**src/rtl/lapd_rx_pkg.sv**
```systemverilog
package lapd_rx_pkg;
  localparam int unsigned LAPD_MAX_LEN = 82;
  localparam int unsigned LAPD_STD_LEN = 76;

  localparam logic [15:0] FCS_INIT    = 16'hFFFF;
  localparam logic [15:0] FCS_POLY_R  = 16'h8408;
  localparam logic [15:0] FCS_RESIDUE = 16'hF0B8;

  typedef enum logic [1:0] {
    LEN_VAR     = 2'd0,
    LEN_SHORT   = 2'd1,
    LEN_LONG    = 2'd2,
    LEN_STD_ANY = 2'd3
  } len_mode_e;

  // one byte through the reflected CRC-16, least significant bit first
  function automatic logic [15:0] fcs_step(input logic [15:0] c, input logic [7:0] d);
    logic [15:0] r;
    r = c;
    for (int i = 0; i < 8; i++) begin
      if (r[0] ^ d[i]) r = (r >> 1) ^ FCS_POLY_R;
      else             r = r >> 1;
    end
    return r;
  endfunction
endpackage

```
**src/rtl/lapd_deframer.sv**
```systemverilog
module lapd_deframer (
  input  logic       clk,
  input  logic       rst_n,
  input  logic       link_on,
  input  logic       bit_vld,
  input  logic       bit_in,
  output logic       byte_stb,
  output logic [7:0] byte_val,
  output logic       flag_stb,
  output logic       end_ok
);
  logic [2:0] ones_q, ones_d;
  logic       in_q, in_d;
  logic [2:0] nb_q, nb_d;
  logic [6:0] sr_q, sr_d;
  logic       data_take;
  logic       upd_en;

  assign upd_en = !link_on || bit_vld;

  always_comb begin
    ones_d    = ones_q;
    in_d      = in_q;
    nb_d      = nb_q;
    sr_d      = sr_q;
    data_take = 1'b0;
    flag_stb  = 1'b0;
    end_ok    = 1'b0;
    byte_stb  = 1'b0;
    byte_val  = {bit_in, sr_q};
    if (!link_on) begin
      ones_d = '0;
      in_d   = 1'b0;
      nb_d   = '0;
    end else if (bit_vld) begin
      if (bit_in) begin
        if (ones_q == 3'd6) begin
          in_d   = 1'b0;          // seventh one: abort
          ones_d = 3'd7;
        end else if (ones_q == 3'd7) begin
          ones_d = 3'd7;
        end else begin
          ones_d    = ones_q + 3'd1;
          data_take = 1'b1;
        end
      end else begin
        ones_d = '0;
        if (ones_q == 3'd6) begin
          flag_stb = 1'b1;
          end_ok   = in_q && (nb_q == 3'd7);
          in_d     = 1'b1;
          nb_d     = '0;
        end else if (ones_q < 3'd5) begin
          data_take = 1'b1;
        end
      end
      if (data_take && in_q) begin
        if (nb_q == 3'd7) begin
          byte_stb = 1'b1;
          nb_d     = '0;
        end else begin
          sr_d[nb_q] = bit_in;
          nb_d       = nb_q + 3'd1;
        end
      end
    end
  end

  always_ff @(posedge clk or negedge rst_n) begin
    if (!rst_n) begin
      ones_q <= '0;
      in_q   <= 1'b0;
      nb_q   <= '0;
      sr_q   <= '0;
    end else if (upd_en) begin
      ones_q <= ones_d;
      in_q   <= in_d;
      nb_q   <= nb_d;
      sr_q   <= sr_d;
    end
  end
endmodule

```
**src/rtl/lapd_fcs16.sv**
```systemverilog
module lapd_fcs16
  import lapd_rx_pkg::*;
(
  input  logic       clk,
  input  logic       rst_n,
  input  logic       restart,
  input  logic       byte_stb,
  input  logic [7:0] byte_val,
  output logic       fcs_good
);
  logic [15:0] crc_q, crc_d;
  logic        crc_en;

  assign crc_en = restart || byte_stb;

  always_comb begin
    if (restart) crc_d = FCS_INIT;
    else         crc_d = fcs_step(crc_q, byte_val);
  end

  always_ff @(posedge clk or negedge rst_n) begin
    if (!rst_n)      crc_q <= FCS_INIT;
    else if (crc_en) crc_q <= crc_d;
  end

  assign fcs_good = (crc_q == FCS_RESIDUE);
endmodule

```
**src/rtl/lapd_msg_store.sv**
```systemverilog
module lapd_msg_store
  import lapd_rx_pkg::*;
#(
  parameter  int unsigned MAX_LEN = LAPD_MAX_LEN,
  parameter  int unsigned STD_LEN = LAPD_STD_LEN,
  localparam int unsigned DEPTH   = MAX_LEN + 2,
  localparam int unsigned AW      = $clog2(DEPTH),
  localparam int unsigned LW      = $clog2(MAX_LEN + 1),
  localparam int unsigned CW      = $clog2(DEPTH + 1)
) (
  input  logic          clk,
  input  logic          rst_n,
  input  logic          byte_stb,
  input  logic [7:0]    byte_val,
  input  logic          flag_stb,
  input  logic          end_ok,
  input  logic          fcs_good,
  input  len_mode_e     len_mode,
  input  logic          pending,
  input  logic [AW-1:0] rd_addr,
  output logic          done_good,
  output logic [LW-1:0] msg_len,
  output logic [7:0]    rd_data
);
  localparam logic [CW-1:0] DEPTH_C = CW'(DEPTH);
  localparam logic [CW-1:0] MAX_C   = CW'(MAX_LEN);
  localparam logic [CW-1:0] STD_C   = CW'(STD_LEN);
  localparam logic [CW-1:0] TWO_C   = CW'(2);
  localparam logic [CW-1:0] THREE_C = CW'(3);
  localparam logic [AW-1:0] ADDR_LIM = AW'(DEPTH);

  logic [CW-1:0] cnt_q, cnt_d;
  logic          ovf_q, ovf_d;
  logic          take_q, take_d;
  logic [LW-1:0] len_q;
  logic          wr_en;
  logic          len_fit;
  logic [CW-1:0] body_len;
  logic [7:0]    rd_vec [DEPTH];

  assign body_len = cnt_q - TWO_C;

  always_comb begin
    unique case (len_mode)
      LEN_VAR:     len_fit = (body_len <= MAX_C);
      LEN_SHORT:   len_fit = (body_len == STD_C);
      LEN_LONG:    len_fit = (body_len == MAX_C);
      default:     len_fit = (body_len == STD_C) || (body_len == MAX_C);
    endcase
  end

  assign done_good = flag_stb && end_ok && take_q && !ovf_q && (cnt_q >= THREE_C)
                     && fcs_good && len_fit;

  assign wr_en = byte_stb && take_q && (cnt_q != DEPTH_C);

  always_comb begin
    cnt_d  = cnt_q;
    ovf_d  = ovf_q;
    take_d = take_q;
    if (flag_stb) begin
      cnt_d  = '0;
      ovf_d  = 1'b0;
      take_d = !(pending || done_good);
    end else if (byte_stb) begin
      if (cnt_q == DEPTH_C) ovf_d = 1'b1;
      else                  cnt_d = cnt_q + CW'(1);
    end
  end

  always_ff @(posedge clk or negedge rst_n) begin
    if (!rst_n) begin
      cnt_q  <= '0;
      ovf_q  <= 1'b0;
      take_q <= 1'b0;
    end else if (flag_stb || byte_stb) begin
      cnt_q  <= cnt_d;
      ovf_q  <= ovf_d;
      take_q <= take_d;
    end
  end

  always_ff @(posedge clk or negedge rst_n) begin
    if (!rst_n)         len_q <= '0;
    else if (done_good) len_q <= LW'(body_len);
  end

  for (genvar g = 0; g < DEPTH; g++) begin : g_cell
    logic [7:0] cell_q;
    always_ff @(posedge clk) begin
      if (wr_en && (cnt_q == CW'(g))) cell_q <= byte_val;
    end
    assign rd_vec[g] = cell_q;
  end

  assign rd_data = (rd_addr < ADDR_LIM) ? rd_vec[rd_addr] : 8'h00;
  assign msg_len = len_q;
endmodule

```
**src/rtl/lapd_rx_ctrl.sv**
```systemverilog
module lapd_rx_ctrl
  import lapd_rx_pkg::*;
#(
  parameter  int unsigned MAX_LEN = LAPD_MAX_LEN,
  parameter  int unsigned STD_LEN = LAPD_STD_LEN,
  localparam int unsigned DEPTH   = MAX_LEN + 2,
  localparam int unsigned AW      = $clog2(DEPTH),
  localparam int unsigned LW      = $clog2(MAX_LEN + 1)
) (
  input  logic          clk,
  input  logic          rst_n,
  input  logic          ds3_mode,
  input  logic          frame_fmt,
  input  logic          dl_valid,
  input  logic          dl_bit,
  input  logic          reg_wr,
  input  logic          reg_rd,
  input  logic [7:0]    reg_wdata,
  output logic [7:0]    reg_rdata,
  output logic          irq,
  input  logic [AW-1:0] buf_addr,
  output logic [7:0]    buf_data,
  output logic [LW-1:0] rx_len
);
  logic       rs1_q, rs2_q, rst_i;
  logic       en_q, en_d, ien_q, ien_d, st_q, st_d;
  len_mode_e  mode_q, mode_d;
  logic       link_on;
  logic       byte_stb, flag_stb, end_ok, fcs_good, done_good;
  logic [7:0] byte_val;

  always_ff @(posedge clk or negedge rst_n) begin
    if (!rst_n) begin
      rs1_q <= 1'b0;
      rs2_q <= 1'b0;
    end else begin
      rs1_q <= 1'b1;
      rs2_q <= rs1_q;
    end
  end
  assign rst_i = rs2_q;

  assign link_on = en_q && ds3_mode && !frame_fmt;

  lapd_deframer u_dfr (
    .clk(clk), .rst_n(rst_i), .link_on(link_on), .bit_vld(dl_valid), .bit_in(dl_bit),
    .byte_stb(byte_stb), .byte_val(byte_val), .flag_stb(flag_stb), .end_ok(end_ok)
  );

  lapd_fcs16 u_fcs (
    .clk(clk), .rst_n(rst_i), .restart(flag_stb), .byte_stb(byte_stb),
    .byte_val(byte_val), .fcs_good(fcs_good)
  );

  lapd_msg_store #(.MAX_LEN(MAX_LEN), .STD_LEN(STD_LEN)) u_store (
    .clk(clk), .rst_n(rst_i), .byte_stb(byte_stb), .byte_val(byte_val),
    .flag_stb(flag_stb), .end_ok(end_ok), .fcs_good(fcs_good), .len_mode(mode_q),
    .pending(st_q), .rd_addr(buf_addr), .done_good(done_good), .msg_len(rx_len),
    .rd_data(buf_data)
  );

  always_comb begin
    en_d   = en_q;
    ien_d  = ien_q;
    mode_d = mode_q;
    if (reg_wr) begin
      en_d   = reg_wdata[2];
      ien_d  = reg_wdata[1];
      mode_d = len_mode_e'(reg_wdata[4:3]);
    end
    if (done_good)   st_d = 1'b1;
    else if (reg_rd) st_d = 1'b0;
    else             st_d = st_q;
  end

  always_ff @(posedge clk or negedge rst_i) begin
    if (!rst_i) begin
      en_q   <= 1'b0;
      ien_q  <= 1'b0;
      mode_q <= LEN_VAR;
    end else if (reg_wr) begin
      en_q   <= en_d;
      ien_q  <= ien_d;
      mode_q <= mode_d;
    end
  end

  always_ff @(posedge clk or negedge rst_i) begin
    if (!rst_i)                  st_q <= 1'b0;
    else if (done_good || reg_rd) st_q <= st_d;
  end

  assign reg_rdata = {3'b000, mode_q, en_q, ien_q, st_q};
  assign irq       = st_q && ien_q;
endmodule

```
**config.mk**
```make
export PLATFORM = sky130hd
export DESIGN_NAME = lapd_rx_ctrl
export DESIGN_NICKNAME = d
export VERILOG_FILES = /design/src/rtl/lapd_rx_pkg.sv /design/src/rtl/lapd_deframer.sv /design/src/rtl/lapd_fcs16.sv /design/src/rtl/lapd_msg_store.sv /design/src/rtl/lapd_rx_ctrl.sv
export SDC_FILE = /design/constraint.sdc
export NUM_CORES = 1
export LEC_CHECK = 0
export ABC_AREA = 1
export BUFFER_PORTS_ARGS = -buffer_cell sky130_fd_sc_hd__buf_4
export CAP_MARGIN = 10
export CORE_UTILIZATION = 35
export DETAILED_ROUTE_END_ITERATION = 8
export HOLD_SLACK_MARGIN = 0.02
export PLACE_DENSITY = 0.6
export SLEW_MARGIN = 30
export SYNTH_ARGS = -nofsm -noshare
export SYNTH_HDL_FRONTEND = slang
export SYNTH_SLANG_ARGS = --single-unit
```
**constraint.sdc**
```tcl
create_clock -name clk -period 2 [get_ports clk]
set_input_delay 0.4 -clock clk [delete_from_list [all_inputs] [get_ports clk]]
set_output_delay 0.4 -clock clk [all_outputs]
set_load 0.005 [all_outputs]
```
==> results_dict.tcl, run 1 <==
set metrics [dict create \
    hold_path.class "in -> reg" \
    grt_pass1_vias 22250 \
    gp_congestion 0.8714 \
    cts-htree-levels 3 \
    p_per_area_nw_per_um2 797.2 \
    io_pins 47 \
    period_needed_ps 2447 \
    synth-adder-area-share_pct 0.4748 \
    synthXorXnorAreaFrac_pct 0.6371 \
    pwr-share-comb_pct 6.1 \
    p_sw_share_pct 21.99 \
    slew_viol_final 0 \
    seq_power_share_pct 50.7 \
    met3_length_um 4687 \
    dr.pass1.iters 6 \
    met1Wirelength_um 37550 \
    ys_seq_elements 725 \
    status "complete, but fails checks" \
    dieArea_um2 91550 \
    maxCapViolations 0 \
    clock_latency_ps 630 \
    detail_route.vias_per_cell 4.879 \
    synthMuxAreaShare_pct 0.03561 \
    cp-start-kind "input port" \
    syn_inst 3015 \
    worstSetupEndpointType "primary output" \
    start_util_pct 35.56 \
    slew-limit-headroom_pct 41.39 \
    placedInstanceArea_um2 36320 \
    route.met2.wl_um 39120 \
    avgSynthCellArea_um2 10.49 \
    setup_violations 680 \
    cts_num_sinks 725 \
    syn_area_um2 31620 \
    synth_top_family_by_area "simple AND/OR/NAND/NOR gates" \
    synth-main-ff-cell "edfxtp_1" \
    yosysUniqueCellTypes 46 \
    r2r_slack_ps -310 \
    yosys.area_share.simple_pct 21.87 \
    final_area_um2 40550 \
    critical_path_class "in -> out" \
    vias 22220 \
    place_ws_ps -559.4 \
    drt_iter0_drc 1764 \
    violations "negative setup slack" \
    core_um2 88920 \
    grt_pass1_wl_um 129600 \
    p_int_mw 25.21 \
    synthArstFlopShare_pct 7.310 \
    max_freq_ghz 0.4087 \
    clockBufferDepth 3 \
    grt_max_degree 86 \
    clock_skew_ps 19.60 \
    reg2reg_depth 13 \
    ys_seq_area_share_pct 68.08 \
    crit_path_max_fanout 9 \
    wl_per_cell_um 18.46 \
    clkTransAtPathRegs_ps 70 \
    grtUsageTotal_pct 18.52 \
    dr.max_layer_used "met4" \
    post_route_cells_drive_above_1_share_pct 22.04 \
    power.leakage_nw 15.90 \
    worstPathRequired_ps 1600 \
    synth_edf_count 672 \
    fp.dieW_um 302.6 \
    final.setup.worst_slack_ps -446.7 \
    post-route-drc-count 0 \
    nNetsFinal 3362 \
    hpwlAfterDp_um 52320 \
    area_delta_synth_final_pct 28.23 \
    ir_drop_mv 0.7153 \
    ant_nets 0 \
    worst_slew_pin_slew_ps 879.2 \
    num_rows 109 \
    rsz0062_at_grt "true" \
    die_h_um 302.6 \
    n_antenna_cell 0 \
    clock_power_share_pct 43.2 \
    synth_compound_area_share_pct 3.415 \
    drt_wl_total_um 84060 \
    hold_slack_ps 60.68 \
    worstPathArrival_ps 2050 \
    cts_tree "done" \
    final_hold_viol_count 0 \
    total_power_mw 32.32 \
    antenna_found_initial 0 \
    yosysWarningCount 0 \
    overflow 0 \
    worstHoldPathCells 2 \
    port_buffers 39 \
    finalCritPeriodShare_pct 122.3 \
    power.switching_mw 7.108 \
    cts_buffers 77 \
    cts_root_buf "clkbuf_16" \
]
-- Yosys cell counts, types with 8 or more instances --
cell type / number / area, µm²
nand2_1: 883 / 3314
edfxtp_1: 672 / 20180
nor2_1: 374 / 1404
nand3_1: 335 / 1677
inv_1: 242 / 908.4
o21ai_0: 134 / 670.6
buf_2: 83 / 415.4
clkbuf_1: 45 / 168.9
dfrtp_1: 37 / 925.9
buf_1: 16 / 60.06
dfstp_2: 16 / 420.4
o211ai_1: 16 / 120.1
nand4_1: 15 / 93.84
xor2_1: 14 / 122.6
a21oi_1: 13 / 65.06
ha_1: 12 / 150.1
o22ai_1: 12 / 75.07
buf_4: 10 / 75.07
nand4_4: 9 / 191.4
nor3_1: 9 / 45.04
xnor2_1: 9 / 78.83
a22oi_1: 8 / 60.06
-- layout by cell type (no fill, tap or decap), types with 12 or more instances in the layout --
cell type	instances
nor2_2	17
nor2_1	279
a21oi_1	12
nand2_1	826
buf_12	95
dfrtp_1	29
o211ai_1	16
nand4_1	15
inv_1	239
edfxtp_1	672
dlygate4sd3_1	12
dfstp_2	16
o21ai_0	116
nand2_2	56
o22ai_1	12
clkinv_1	18
buf_6	64
clkbuf_16	82
o21ai_1	24
nor2_4	88
xor2_1	14
clkbuf_1	23
buf_4	206
nand3_1	296
nand3_2	37
-- critical path, cell delays in order --
cell	delay, ps
buf_8	140
buf_16	170
buf_12	140
buf_4	130
nor2_1	100
nor2_1	50
o21ai_0	90
nand2_1	70
nand2_1	60
nand3_1	120
nor2_4	140
nand2_2	70
nand3_4	120
nand2_2	70
buf_4	140
-- sequential cells by signal (all words and copies together) (netlist names), 2 cells and up --
| signal | count |
|---|---|
| u_fcs.crc_q | 16 |
| u_dfr.sr_q | 7 |
| u_store.g_cell.cell_q | 672 |
| u_dfr.ones_q | 3 |
| u_store.cnt_q | 7 |
| u_dfr.nb_q | 3 |
| u_store.msg_len | 7 |
| mode_q | 2 |
-- through the flow --
stage / util, % / setup TNS [ps] / cells
finish: 45.60 / -154370 / 4554
floorplan: - / -134540 / 3017
detailed placement: 40.84 / -200910 / 4370
CTS: 45.06 / -138980 / 4547
global placement: 40.84 / -194650 / 4370
global route: 45.60 / -219410 / 4554
-- routing by layer --
metal,track usage [%],up-vias
li1,-,10730
met1,25.36,10690
met2,29.99,648
met3,2.764,149
met4,6.485,0
met5,0,-
-- final timing paths --
kind,startpoint,end
hold / removal,reg_wr,ien_q
setup reg to reg,u_dfr.ones_q[1],u_store.g_cell[16].cell_q[4]
min in group asynchronous,rst_n,rs2_q
hold reg to reg,rs2_q,u_store.msg_len[6]
setup / recovery,buf_addr[0],buf_data[7]
max in group asynchronous,rs2_q,u_fcs.crc_q[8]
-- kinds of logic after synthesis --
kind of cell / count (synthesis)
AND/OR/NAND/NOR: 1646
XOR/XNOR: 23
other: 2
adder cells (fa/ha/maj): 12
AO/OA/AOI/OAI: 196
multiplexers: 1
flip-flops: 725
buffers and inverters: 410
-- timing repair --
action,4_1_cts,5_1_grt
buffers inserted,22,6
pin swaps,39,70
cloned,3,2
endpoints found under the setup margin,698,702
endpoints found under the hold margin,7,0
gates resized for setup,207,112
hold buffers,12,0
-- layout make-up --
cell class | count | area, µm²
sequential | 725 | 21550
inverter | 251 | 965.9
multi-input combinational | 1882 | 9549
clock buffer | 102 | 2063
tap | 1165 | 1458
timing repair buffer | 390 | 4594
fill | 8094 | 48370
clock inverter | 39 | 364.1
-- power groups by stage --
| stage | Sequential, mW | Clock, mW | Combinational (mW) |
|---|---|---|---|
| 2_1_floorplan | 16.7 | 0 | 0.945 |
| 3_3_place_gp | 16.7 | 0 | 1.76 |
| 3_5_place_dp | 16.7 | 0 | 1.77 |
| 4_1_cts | 16.4 | 14.2 | 1.90 |
| 5_1_grt | 16.4 | 14.7 | 2.15 |
| 6_report | 16.4 | 14.0 | 1.97 |
No activity file was read; power rests on OpenSTA's default activity.
==> run 2, diff against run 1 <==
- CORE_MARGIN: default -> 10
==> results_dict.tcl, run 2 (synthesized netlist as in run 1, its figures left out) <==
set metrics [dict create \
    hpwlAfterDp_um 53660 \
    crit_buf_inv 4 \
    period_needed_ps 2473 \
    power.switching_mw 7.190 \
    die_h_um 320.6 \
    grt_max_degree 86 \
    worst_slew_pin_slew_ps 586.0 \
    ant_nets 0 \
    clockBufferDepth 3 \
    violations "negative setup slack" \
    dr.pass1.iters 5 \
    pwr-share-comb_pct 5.8 \
    finalCritPeriodShare_pct 123.7 \
    detail_route.vias_per_cell 4.905 \
    grt_pass1_vias 21860 \
    worstPathArrival_ps 2070 \
    cp-start-kind "input port" \
    crit_path_max_fanout 25 \
    p_per_area_nw_per_um2 824.4 \
    dieArea_um2 102800 \
    max_freq_ghz 0.4043 \
    port_buffers 39 \
    cts-htree-levels 3 \
    grtUsageTotal_pct 16.50 \
    p_sw_share_pct 21.60 \
    slowest_stage "bufbuf_16" \
    vias 22220 \
    setup_violations 680 \
    cpPeakStageDelay_ps 340 \
    nNetsFinal 3324 \
    fp.dieW_um 320.6 \
    power.leakage_nw 15.87 \
    crit_path_cell_trace "buf_8 > buf_12 > bufbuf_16 > o21ai_0 > o21ai_0 > nand2_1 > nand3_1 > nor2_1 > nand2_1 > nand3_1 > nand2_2 > buf_6" \
    clock_latency_ps 620 \
    fillers 8153 \
    antenna_found_initial 0 \
    clkTransAtPathRegs_ps 60 \
    overflow 0 \
    num_rows 110 \
    drt_wl_total_um 85660 \
    start_util_pct 35.18 \
    n_antenna_cell 0 \
    final_hold_viol_count 0 \
    status "complete, but fails checks" \
    area_delta_synth_final_pct 27.69 \
    regMostFlops "u_store.g_cell.cell_q" \
    worstPathRequired_ps 1600 \
    gp_congestion 0.8746 \
    slew-limit-headroom_pct 60.93 \
    cts_tree "done" \
    place_ws_ps -543.3 \
    most-common-layout-cells "nand2_1, edfxtp_1, nand3_1, nor2_1, inv_1" \
    final_common_cell "nand2_1" \
    multiInputGateArea_um2 9432 \
    hold_path.class "in -> reg" \
    final.setup.worst_slack_ps -473.3 \
    slew_viol_final 0 \
    clock_power_share_pct 45.0 \
    core_um2 89870 \
    worstSetupEndpointType "primary output" \
    maxCapViolations 0 \
    register_area_um2 21550 \
    r2r_slack_ps -350 \
    grt_pass1_wl_um 131300 \
    crit_cells 12 \
    rsz0062_at_grt "true" \
    drt_iter0_drc 2145 \
    largest_register_ffs 672 \
    post-route-drc-count 0 \
    cts_root_buf "clkbuf_16" \
    final_util_pct 44.93 \
    wl_per_cell_um 18.91 \
    post_route_cells_drive_above_1_share_pct 21.22 \
    cts_buffers 78 \
    clock_skew_ps 23.16 \
    cts_num_sinks 725 \
    ir_drop_mv 0.7006 \
    reg2reg_depth 14 \
    critical_path_class "in -> out" \
    p_int_mw 26.10 \
    reg_top3 "u_store.g_cell.cell_q: 672 flops, u_fcs.crc_q: 16 flops" \
    io_pins 47 \
    worstHoldPathCells 2 \
    seq_power_share_pct 49.2 \
    cpLargestDelayFamily "buffers and inverters" \
]
run 2: cell count changes in the layout (fill, tap and decap cells not counted), moves of 6 or more:
cell,delta
clkinv_2,+13
buf_4,-40
clkbuf_1,-12
nand2_1,+12
nor2_1,+6
nand2_2,-13
run 2: cell type report:
cell class	count	area share (%)
Sequential cell	725	53.38
Multi-Input combinational cell	1882	23.36
Timing Repair Buffer	351	10.64
Clock buffer	94	5.246
Tap cell	1176	3.644
Inverter	251	2.371
Clock inverter	52	1.360
run 2: final timing paths:
path	endpoint	start
worst max-delay path	buf_data[5]	buf_addr[0]
worst min-delay path	ien_q	reg_wr
worst max register to register	u_store.g_cell[36].cell_q[3]	u_dfr.ones_q[1]
worst min register to register	u_store.msg_len[6]	rs2_q
max in group asynchronous	u_fcs.crc_q[0]	rs2_q
min in group asynchronous	rs2_q	rst_n
run 2: repair_timing:
item	4_1_cts	5_1_grt
hold buffers	12	0
pin swaps	41	37
setup buffers	12	8
gates cloned	3	0
endpoints found under the setup margin	692	700
hold endpoints to repair	7	0
gates resized for setup	196	95
run 2: metal layers:
layer | vias up | global-route usage [%] | part of all wire (%)
met5 | - | 0 | 0
met1 | 10660 | 22.51 | 44
met4 | 0 | 5.350 | 2.7
met3 | 136 | 2.418 | 7.1
met2 | 765 | 26.77 | 47
li1 | 10660 | - | -
run 2: stage by stage:
stage	instance area, µm²	setup TNS, ps	hold slack (ps)	instances	power, mW
6_report	40380	-166670	72.60	4531	33.29
5_1_grt	40380	-249210	72.22	4531	34.30
4_1_cts	40030	-181520	37.01	4525	33.45
3_5_place_dp	36250	-228130	183.5	4355	18.47
3_3_place_gp	36250	-224890	183.6	4355	18.46
2_1_floorplan	31930	-134540	104.4	3017	17.66
run 2: power groups by stage:
stage | Clock (mW) | Sequential, mW | Combinational, mW
floorplan | 0 | 16.7 | 0.945
global placement | 0 | 16.7 | 1.75
detailed placement | 0 | 16.7 | 1.76
CTS | 15.2 | 16.4 | 1.87
global route | 15.8 | 16.4 | 2.10
finish | 15.0 | 16.4 | 1.92
==> run 3, diff against run 2 <==
- BUFFER_PORTS_ARGS: -buffer_cell sky130_fd_sc_hd__buf_4 -> default
- DONT_BUFFER_PORTS: default -> 1
- RECOVER_POWER: default -> 100
==> results_dict.tcl, run 3 (synthesized netlist as in run 1, its figures left out) <==
set metrics [dict create \
    status "complete, but fails checks" \
    violations "negative setup slack" \
    cts-htree-levels 3 \
    rsz0062_at_grt "true" \
    antenna_found_initial 0 \
    n_antenna_cell 0 \
    critPathCapture "buf_data[6]" \
    port_buffers 0 \
    drt_iter0_drc 1863 \
    cts_num_sinks 725 \
    gp_congestion 0.8758 \
    hpwlAfterDp_um 48330 \
    regMostFlops "u_store.g_cell.cell_q" \
    worstSetupEndpointType "primary output" \
    p_per_area_nw_per_um2 821.4 \
    route.met2.wl_um 39530 \
    hp-start "dl_bit" \
    grt_pass1_vias 21110 \
    maxCapViolations 0 \
    post_route_cells_drive_above_1_share_pct 20.26 \
    most-common-layout-cells "nand2_1, edfxtp_1, nand3_1, nor2_1, inv_1" \
    max_freq_ghz 0.3774 \
    hold_path.class "in -> reg" \
    clock_skew_ps 22.20 \
    die_h_um 320.6 \
    reg2reg_depth 13 \
    start_util_pct 35.18 \
    area_delta_synth_final_pct 24.88 \
    detail_route.vias_per_cell 4.908 \
    final_hold_viol_count 0 \
    r2r-end "u_store.g_cell[33].cell_q[5]" \
    final_common_cell "nand2_1" \
    post-route-drc-count 0 \
    r2r_slack_ps -350 \
    reg_top3 "u_store.g_cell.cell_q: 672 flops, u_fcs.crc_q: 16 flops" \
    setup-tns-final_ps -168870 \
    cts_tree "done" \
    num_rows 110 \
    io_pins 47 \
    power.leakage_nw 15.32 \
    critPathLaunch "buf_addr[0]" \
    cp-start-kind "input port" \
    ant_nets 0 \
    grt_max_degree 364 \
    dieArea_um2 102800 \
    wl_per_cell_um 18.83 \
    setup_violations 680 \
    worstPathArrival_ps 2250 \
    largest_register_ffs 672 \
    clkTransAtPathRegs_ps 60 \
    worst_slew_pin_slew_ps 1316 \
    nNetsFinal 3241 \
    met3_length_um 6290 \
    fp.dieW_um 320.6 \
    overflow 0 \
    dr.pass1.iters 5 \
    ir_drop_mv 0.6883 \
    cts_root_buf "clkbuf_16" \
    dr.max_layer_used "met4" \
    core_um2 89870 \
    cts_buffers 76 \
    final.setup.worst_slack_ps -649.9 \
    clock_latency_ps 620 \
    grtUsageTotal_pct 15.73 \
    slew-limit-headroom_pct 12.30 \
    place_ws_ps -389.9 \
    r2r-start "u_dfr.ones_q[1]" \
    hold_slack_ps 50.80 \
    critical_path_class "in -> out" \
    vias 21780 \
    slew_viol_final 0 \
    drt_wl_total_um 83590 \
    finalCritPeriodShare_pct 132.5 \
    clockBufferDepth 3 \
    met1Wirelength_um 36010 \
    worstPathRequired_ps 1600 \
    period_needed_ps 2650 \
    total_power_mw 32.43 \
    grt_pass1_wl_um 125400 \
    crit_path_max_fanout 363 \
]
[run 3: changes by cell type in the layout (fill, tap and decap cells not counted), moves of 7 or more]
cell and delta:
buf_4 -54, buf_12 -28, nand2_1 -19, clkinv_2 -14, nand2_2 +13, o21ai_0 -13, o21ai_1 +12, nand3_1 -11
nor2_2 +11, buf_6 -9, nand3_2 +8, clkbuf_2 +7
[run 3: through the flow]
step | cells | utilization [%] | area [µm²]
after floorplan | 3017 | - | 31930
after global placement | 4260 | 39.22 | 35250
after detailed placement | 4260 | 39.22 | 35250
after CTS | 4415 | 42.82 | 38490
after global routing | 4438 | 43.94 | 39490
final | 4438 | 43.94 | 39490
[run 3: worst min path at each step]
stage                            endpoint  slack, ps  depth (start not counted)
final                          u_dfr.in_q         50                          3
after global routing           u_dfr.in_q         40                          3
after CTS                 u_dfr.ones_q[0]         20                          2
after detailed placement            rs2_q        100                          0
after global placement              rs1_q        100                          0
after floorplan                     rs1_q        100                          0
[run 3: report_power, final]
group	leakage [nW]	switching, mW	internal [mW]
registers	6.60	0.0191	16.4
clock network	1.24	5.89	8.67
logic	7.48	0.921	0.569
total	15.3	6.83	25.6
[run 3: critical path: stages]
cell and delay (ps):
clkinv_16 240, buf_16 180, buf_4 140, clkbuf_16 180, nor2_1 50, o22ai_1 190, buf_4 150, nand2_1 70
nand2_1 100, nand2_2 70, nand2_4 130
[run 3: routing by layer]
layer / up-vias / global-route usage (%)
met2: 649 / 25.45
met4: 0 / 4.612
li1: 10470 / -
met5: - / 0
met1: 10560 / 20.91
met3: 105 / 3.551
[run 3: what timing repair did]
action / 4_1_cts / 5_1_grt
endpoints found under the setup margin: 687 / 709
pin swaps: 49 / 66
buffers inserted: 11 / 17
gates cloned: 0 / 6
resized for setup: 124 / 212
endpoints found under the hold margin: 95 / 0
hold buffers: 10 / 0
[run 3: layout make-up]
| type | instances | area, µm² |
|---|---|---|
| Fill cell | 8180 | 50390 |
| Sequential cell | 725 | 21550 |
| Multi-Input combinational cell | 1882 | 9604 |
| Timing Repair Buffer | 270 | 3332 |
| Clock buffer | 97 | 2085 |
| Tap cell | 1176 | 1471 |
| Inverter | 251 | 980.9 |
| Clock inverter | 37 | 461.7 |
